$ cat config.mk
export PLATFORM = sky130hd
export DESIGN_NAME = wb_single_master
export DESIGN_NICKNAME = d
export VERILOG_FILES = /design/src/rtl/wbm_pkg.sv /design/src/rtl/wbm_lane_steer.sv /design/src/rtl/wbm_load_align.sv /design/src/rtl/wbm_ctrl.sv /design/src/rtl/wb_single_master.sv
export SDC_FILE = /design/constraint.sdc
export NUM_CORES = 1
export LEC_CHECK = 0
export BUFFER_PORTS_ARGS = -buffer_cell sky130_fd_sc_hd__buf_2
export CAP_MARGIN = 0
export CORE_MARGIN = 2
export CORE_UTILIZATION = 44
export CTS_CLUSTER_DIAMETER = 60
export DETAILED_ROUTE_END_ITERATION = 12
export PLACE_DENSITY = 0.81
export SLEW_MARGIN = 15
export SYNTH_ARGS = -nofsm -noshare
export SYNTH_HDL_FRONTEND = slang
export SYNTH_SLANG_ARGS = --single-unit
export TNS_END_PERCENT = 50
$ cat constraint.sdc
create_clock -name clk -period 1.7 [get_ports clk]
set_input_delay 0.085 -clock clk [delete_from_list [all_inputs] [get_ports clk]]
set_output_delay 0.085 -clock clk [all_outputs]
set_load 0.05 [all_outputs]
$ cat src/rtl/wbm_pkg.sv
package wbm_pkg;
   typedef enum logic [1:0] {
      SZ_BYTE = 2'd0,
      SZ_HALF = 2'd1,
      SZ_WORD = 2'd2,
      SZ_RSVD = 2'd3
   } size_e;

   typedef enum logic [1:0] {
      ST_IDLE = 2'd0,
      ST_BUSY = 2'd1,
      ST_GAP  = 2'd2
   } mst_state_e;
endpackage

$ cat src/rtl/wbm_lane_steer.sv
module wbm_lane_steer
   import wbm_pkg::*;
#(
   parameter int DATA_W = 32,
   localparam int LANES = DATA_W / 8,
   localparam int OFF_W = $clog2(LANES)
) (
   input  size_e              size,
   input  logic [OFF_W-1:0]   off,
   input  logic [DATA_W-1:0]  wdata,
   output logic [LANES-1:0]   sel,
   output logic [DATA_W-1:0]  lane_data
);
   for (genvar i = 0; i < LANES; i++) begin : g_lane
      logic       sel_b;
      logic [7:0] byte_b;
      always_comb begin
         unique case (size)
            SZ_BYTE: begin
               sel_b  = (off == OFF_W'(i));
               byte_b = wdata[7:0];
            end
            SZ_HALF: begin
               sel_b  = (off[OFF_W-1:1] == (OFF_W-1)'(i >> 1));
               byte_b = wdata[8*(i%2) +: 8];
            end
            default: begin
               sel_b  = 1'b1;
               byte_b = wdata[8*i +: 8];
            end
         endcase
      end
      assign sel[i]            = sel_b;
      assign lane_data[8*i +: 8] = byte_b;
   end
endmodule

$ cat src/rtl/wbm_load_align.sv
module wbm_load_align
   import wbm_pkg::*;
#(
   parameter int DATA_W = 32,
   localparam int LANES = DATA_W / 8,
   localparam int OFF_W = $clog2(LANES)
) (
   input  size_e              size,
   input  logic [OFF_W-1:0]   off,
   input  logic               sgn,
   input  logic [DATA_W-1:0]  bus_data,
   output logic [DATA_W-1:0]  value
);
   logic [DATA_W-1:0] shifted;

   assign shifted = bus_data >> {off, 3'b000};

   always_comb begin
      unique case (size)
         SZ_BYTE: value = {{(DATA_W-8){sgn & shifted[7]}}, shifted[7:0]};
         SZ_HALF: value = {{(DATA_W-16){sgn & shifted[15]}}, shifted[15:0]};
         default: value = shifted;
      endcase
   end
endmodule

$ cat src/rtl/wbm_ctrl.sv
module wbm_ctrl
   import wbm_pkg::*;
(
   input  logic clk,
   input  logic rst,
   input  logic req_valid,
   input  logic bad_align,
   input  logic ack,
   output logic ready,
   output logic accept,
   output logic busy,
   output logic done,
   output logic mis_pulse
);
   mst_state_e state_q;

   assign ready  = (state_q == ST_IDLE);
   assign busy   = (state_q == ST_BUSY);
   assign accept = ready & req_valid & ~bad_align;
   assign done   = busy & ack;

   always_ff @(posedge clk) begin
      if (rst) begin
         state_q   <= ST_IDLE;
         mis_pulse <= 1'b0;
      end else begin
         mis_pulse <= 1'b0;
         unique case (state_q)
            ST_IDLE: begin
               if (req_valid) begin
                  if (bad_align) mis_pulse <= 1'b1;
                  else           state_q   <= ST_BUSY;
               end
            end
            ST_BUSY: if (ack) state_q <= ST_GAP;
            default: state_q <= ST_IDLE;
         endcase
      end
   end
endmodule

$ cat src/rtl/wb_single_master.sv
module wb_single_master
   import wbm_pkg::*;
#(
   parameter int ADDR_W         = 32,
   parameter int DATA_W         = 32,
   parameter bit MISALIGN_CHECK = 1'b1,
   localparam int LANES  = DATA_W / 8,
   localparam int OFF_W  = $clog2(LANES),
   localparam int WADR_W = ADDR_W - OFF_W
) (
   input  logic              clk,
   input  logic              rst,
   input  logic              req_valid,
   input  logic [ADDR_W-1:0] req_addr,
   input  logic [1:0]        req_size,
   input  logic              req_we,
   input  logic              req_signed,
   input  logic [DATA_W-1:0] req_wdata,
   output logic              req_ready,
   output logic              done,
   output logic [DATA_W-1:0] rdata,
   output logic              misaligned,
   output logic [WADR_W-1:0] wb_adr_o,
   output logic [DATA_W-1:0] wb_dat_o,
   input  logic [DATA_W-1:0] wb_dat_i,
   output logic [LANES-1:0]  wb_sel_o,
   output logic              wb_cyc_o,
   output logic              wb_stb_o,
   output logic              wb_we_o,
   input  logic              wb_ack_i
);
   if (DATA_W != 32) begin : g_bad_width
      $error("wb_single_master: DATA_W must be 32");
   end
   if (ADDR_W <= OFF_W) begin : g_bad_addr
      $error("wb_single_master: ADDR_W too small");
   end

   size_e             req_sz;
   logic [OFF_W-1:0]  req_off;
   logic              bad_align;
   logic              accept;
   logic              busy;
   logic [LANES-1:0]  sel_n;
   logic [DATA_W-1:0] steer_n;
   logic [DATA_W-1:0] aligned;

   size_e             sz_q;
   logic [OFF_W-1:0]  off_q;
   logic              sgn_q;

   assign req_sz  = size_e'(req_size);
   assign req_off = req_addr[OFF_W-1:0];

   if (MISALIGN_CHECK) begin : g_align_chk
      always_comb begin
         unique case (req_sz)
            SZ_BYTE: bad_align = 1'b0;
            SZ_HALF: bad_align = req_off[0];
            default: bad_align = |req_off;
         endcase
      end
   end else begin : g_align_off
      assign bad_align = 1'b0;
   end

   wbm_ctrl u_ctrl (
      .clk       (clk),
      .rst       (rst),
      .req_valid (req_valid),
      .bad_align (bad_align),
      .ack       (wb_ack_i),
      .ready     (req_ready),
      .accept    (accept),
      .busy      (busy),
      .done      (done),
      .mis_pulse (misaligned)
   );

   wbm_lane_steer #(.DATA_W(DATA_W)) u_steer (
      .size      (req_sz),
      .off       (req_off),
      .wdata     (req_wdata),
      .sel       (sel_n),
      .lane_data (steer_n)
   );

   always_ff @(posedge clk) begin
      if (rst) begin
         wb_adr_o <= '0;
         wb_dat_o <= '0;
         wb_sel_o <= '0;
         wb_we_o  <= 1'b0;
         sz_q     <= SZ_WORD;
         off_q    <= '0;
         sgn_q    <= 1'b0;
      end else if (accept) begin
         wb_adr_o <= req_addr[ADDR_W-1:OFF_W];
         wb_dat_o <= req_we ? steer_n : '0;
         wb_sel_o <= sel_n;
         wb_we_o  <= req_we;
         sz_q     <= req_sz;
         off_q    <= req_off;
         sgn_q    <= req_signed;
      end else if (done) begin
         wb_we_o  <= 1'b0;
      end
   end

   assign wb_cyc_o = busy;
   assign wb_stb_o = busy;

   wbm_load_align #(.DATA_W(DATA_W)) u_align (
      .size     (sz_q),
      .off      (off_q),
      .sgn      (sgn_q),
      .bus_data (wb_dat_i),
      .value    (aligned)
   );

   assign rdata = done ? aligned : '0;
endmodule

After elaboration in Yosys (flattened, before gate mapping):

Cells that the tools add are included.

* register bits after elaboration: 75
* output and inout port bits: 104
* input bits: 104

* eq/ne operators: 9
* reductions and logical operators: 9
* mux-type cells: 18
* shift operators: 1
* bitwise logic cells: 9

Operator list (number)
* $mux 32: 2
* $pmux 32 s2: 1
* $shr 32x5->32: 1
* $mux 8: 2
* $pmux 8 s2: 1
* $pmux 1 s2: 5
* $eq 2x1->1 const B: 4
* $logic_not 2->1: 4
* $mux 2: 3
* $ne 2x2->1 const B: 3
* $and 1x1->1: 5
* $eq 2x2->1 const B: 2
* $not 1->1: 4
* $pmux 2 s2: 1
* $reduce_or 2->1: 2
* $mux 1: 3
* $reduce_and 3->1: 1
* $reduce_or 3->1: 1
* $reduce_bool 2->1: 1

Logic depth before layout (Yosys ltp):

* depth in word-level cells: 5
* gate-level depth with buffers: 7

By module:

Synthesis repeated with hierarchy kept, for this count alone.

* cells, all modules: 494
* area total of the unflattened synthesis: 4424.2 sq um

By module, submodules not included
* wb_single_master: cells an instance 312, times used 1, area an instance 2921.6 sq um
* wbm_load_align: cells an instance 106, times used 1, area an instance 808.3 sq um
* wbm_lane_steer: cells an instance 64, times used 1, area an instance 561.8 sq um
* wbm_ctrl: cells an instance 12, times used 1, area an instance 132.6 sq um

Least setup slack after synthesis:

OpenSTA, ideal clock, no wires.

* path type: register -> output
* start point: register u_ctrl.state_q[0]
* end point: output rdata[16]
* data required time: 1615 ps
* path buffers: 0
* slack: -1338 ps
* stages on the path, launching flop included: 6
* arrival: 2953 ps
* cell sequence: dfxtp_1 > nor2b_1 > nand2_1 > inv_2 > nand3_1 > o21ai_0

* cells in the longest elaborated chain, start to end: 3

RTL lines
* start: declaration: line wbm_ctrl.sv:15 `mst_state_e state_q;`
* start signal: assignment: line wbm_ctrl.sv:24 `state_q <= ST_IDLE;`
* start signal: assignment: line wbm_ctrl.sv:32 `else state_q <= ST_BUSY;`
* start signal: assignment: line wbm_ctrl.sv:35 `ST_BUSY: if (ack) state_q <= ST_GAP;`
* $eq 2x1->1: line wbm_ctrl.sv:18 `assign busy = (state_q == ST_BUSY);`
* named net wb_cyc_o: line wb_single_master.sv:27 `output logic wb_cyc_o,`
* $and 1x1->1: line wbm_ctrl.sv:20 `assign done = busy & ack;`
* named net done: line wb_single_master.sv:20 `output logic done,`
* $mux 32: line wb_single_master.sv:121 `assign rdata = done ? aligned : '0;`
* end: declaration: line wb_single_master.sv:21 `output logic [DATA_W-1:0] rdata,`

The timed path passes the listed nets, and every way through them passes these cells.

Worst setup path after layout:

* start point: register off_q[1]
* end point: output rdata[17]

* cells in the longest elaborated chain, start to end: 4

RTL lines
* start: declaration: line wb_single_master.sv:49 `logic [OFF_W-1:0] off_q;`
* start signal: assignment: line wb_single_master.sv:103 `off_q <= req_off;`
* $shr 32x5->32 *: line wbm_load_align.sv:16 `assign shifted = bus_data >> {off, 3'b000};`
* $and 1x1->1, on equally long branches: line wbm_load_align.sv:21, wbm_load_align.sv:20
* $pmux 32 s2 *: line wbm_load_align.sv:19 `unique case (size)`
* $mux 32 *: line wb_single_master.sv:121

Mark *: on every way between the ends. The rest lies on a longest branch, timed or not.

==> flow_summary.toml <==
[synthesis]
syn-num-nets = 569
yosysWarningCount = 0
synth_fa_ha_area_frac = 0
postSynth.topFlopCell = "sky130_fd_sc_hd__dfxtp_1"
synth_top_family_by_area = "compound AO/OA/AOI/OAI gates"
yosysTopAreaCell = "sky130_fd_sc_hd__dfxtp_1"
post_synthesis_cell_count = 465
post_synth.cell_area_avg_um2 = 7.95
mux_contribution_to_synthesized_area = 0.123
yosysSeqAreaShare = 0.406
synth_compound_area_frac = 0.209
yosys.area_share.xor_xnor = 0
synthTopCellsByCount = "114 x sky130_fd_sc_hd__nand2_1, 75 x sky130_fd_sc_hd__dfxtp_1, 71 x sky130_fd_sc_hd__a21oi_1"
synth-seq-cells = 75
synthSimpleGateAreaFrac = 0.203
synth.cell_area_mm2 = 0.00369
synthDominantCellAreaShare = 0.406
synth-edff-count = 0
fraction_of_registers_with_async_set_or_reset_after_synthesis = 0
number_of_unique_standard_cell_types_used_by_synthesis = 34
netlist_top_cells_area = "sky130_fd_sc_hd__dfxtp_1 41%, sky130_fd_sc_hd__nand2_1 12%, sky130_fd_sc_hd__a21oi_1 9.6%, sky130_fd_sc_hd__mux2_2 7.3%, sky130_fd_sc_hd__mux2i_1 4.3%"
synth_most_common_cell = "sky130_fd_sc_hd__nand2_1"

[clocking]
cts_buffers = 9
htree_num_levels = 3
clock_latency_at_the_later_pin_of_the_worst_skew_pair_ps = 350
clock_root_buffer = "sky130_fd_sc_hd__clkbuf_8"
clk_pin_slew_worst_paths_ps = 80
clkSinkCount = 75
cts_max_path_buffers = 2
cts_tree = "done"

[grt]
globalRoute.totalOverflow = 0
first_pass_grt_wire_length_um = 21200
antenna_found_initial = 0
grt_start_max_net_pins = 38
grt_pass1_vias = 4499
global_route.usage.total = 0.299

[routing]
first_iter_violations = 194
detailed_route_wire_length_per_cell_um = 19.1
ant_nets = 0
wl_um = 15900
mean_number_of_vias_per_cell = 5.59
dr_total_vias = 4666
detail_route.first_pass.iterations = 5
post-route-drc-count = 0

[timing]
postLayoutSetupSlackWorst_ps = -356
report.final.slew_viol_count = 0
final_period_minus_worst_setup_slack_ps = 2060
tightestPinTransition_ps = 660
fmax_ghz = 0.486
tns_ps = -12990
hold-worst-slack_ps = 27.4
layout_worst_path_cycle_share = 1.21
clock-skew-final_ps = 20.0
grt_setup_unrepaired = "true"
hold_viol = 0
setup-violations-final = 95
relSlewSlack = 0.560

[finish]
antennaDiodeCount = 0
areaGrowthSynthToFinish_pct = 83.5
fin_cells = 834
multiInputGateArea_mm2 = 0.00274
final_layout_size_suffix_gt1_frac = 0.568
layout.nets = 829
layout.filler_cells = 454
layout.area.seq_mm2 = 0.00151
utilization = 0.830

[run_status]
result_of_the_run = "finished with violations"
failed_checks = "negative setup slack"

[critical_path]
critical_path_arrival_ps = 1970
worstPathCellList = "mux4_2 -> nor2_4 -> or3_4 -> buf_12 -> o21ai_4 -> buf_8"
cp_slowest_cell = "sky130_fd_sc_hd__mux4_2"
cpPeakStageDelay_ps = 570
path_class = "reg -> out"
cp_num_buf_inv = 2
startpoint_type = "flop"
critical_path.top_delay_family = "multiplexers"
worstPathRequired_ps = 1620
endpoint_kind = "output pin"
critical_path.max_fanout = 8

[placed_design]
dp_hpwl_um = 9370
numPortBuffers = 207
detailedPlace.worstSlack_ps = -92.9
post-place-cells = 781
finalWeightedCongestion = 0.839

[job]
max_cap_viol_count = 0

[die]
core_footprint_mm2 = 0.00818
core.rowCount = 33
io_pins = 208
die_h_um = 95.6
die_wd_um = 95.6
initial_core_util = 0.452
die_area_mm2 = 0.00915

[pwr]
vdd.ir_drop.worst_uv = 610
pwr_cell_area_mw_per_mm2 = 735
total_leakage_power_nw = 2.96

[hold_path]
min_path_type = "in -> reg"
-- cell usage in the layout, fill, tap and decap left out, drive strengths merged, types with 2 or more instances in the layout --
| master | instances |
|---|---|
| a211oi | 15 |
| a21o | 9 |
| nand3 | 26 |
| nor3 | 2 |
| dlygate4sd3 | 31 |
| bufinv | 2 |
| nor2b | 9 |
| o2111ai | 9 |
| a311oi | 3 |
| clkbuf | 16 |
| dfxtp | 75 |
| a221oi | 7 |
| mux2 | 24 |
| a21oi | 71 |
| inv | 4 |
| o21ai | 11 |
| clkinv | 4 |
| mux2i | 16 |
| nor2 | 19 |
| nand2 | 114 |
| buf | 252 |
-- final timing paths --
kind	from	end	slack [ps]	cells past startpoint
setup / recovery	off_q[1]	rdata[17]	-360	6
hold / removal	req_wdata[3]	wb_dat_o[3]	30	3
setup reg to reg	u_ctrl.state_q[0]	wb_adr_o[16]	-260	7
hold reg to reg	wb_adr_o[25]	wb_adr_o[25]	450	2
-- flip-flops by register name, summed over array words and instances, names as in the netlist --
signal,cells
wb_sel_o,4
u_ctrl.mis_pulse,1
u_ctrl.state_q,2
sz_q,2
wb_dat_o,32
wb_we_o,1
sgn_q,1
off_q,2
wb_adr_o,30
-- layer usage --
layer  vias to the layer above  routed length, µm  global-route usage  part of all wire
met1                      2224               5720               0.308              0.36
li1                       2136                  -                   -                 -
met5                         -                  0                   0                 0
met4                         0                666               0.164             0.042
met2                       247               8310               0.543              0.52
met3                        59               1210              0.0822             0.076
-- layout make-up --
| type | count | area share |
|---|---|---|
| well taps | 105 | 0.0194 |
| multi-input cells | 345 | 0.404 |
| clock inverters | 5 | 0.0127 |
| clock buffers | 10 | 0.0188 |
| repair buffers | 289 | 0.320 |
| inverters | 5 | 0.00351 |
| flip-flops and latches | 75 | 0.222 |
-- cells by family (layout without fill, tap and decap cells) --
family	Yosys count	in the layout
buf+inv	45	309
simple gates	177	177
mux	41	41
flops	75	75
compound gates	127	127
-- power breakdown --
part	internal (W)	switching, W	leakage [nW]
Combinational	0.000620	0.000975	2.24
Clock	0.000830	0.000672	0.107
Sequential	0.00184	0.0000493	0.612
-- timing repair --
item                       CTS  global route
pin swaps                   14            68
hold endpoints to repair    31             0
setup endpoints to repair   39            89
cloned                       0             6
resized for setup           86           104
setup buffers                0             1
hold buffers                31             0
-- worst register-to-register path: cells and delay by family, from the launching register on --
kind	cells	cell delay, ps
flops	1	330
simple gates	3	880
buf+inv	3	470
compound gates	1	220
-- metrics by stage --
stage / total power [W] / instance area (µm²)
after floorplan: 0.00275 / 4030
after global placement: 0.00315 / 5370
after detailed placement: 0.00317 / 5370
after CTS: 0.00475 / 6200
after global routing: 0.00516 / 6780
final: 0.00498 / 6780
Note: power is estimated with default switching activity, not from simulation.
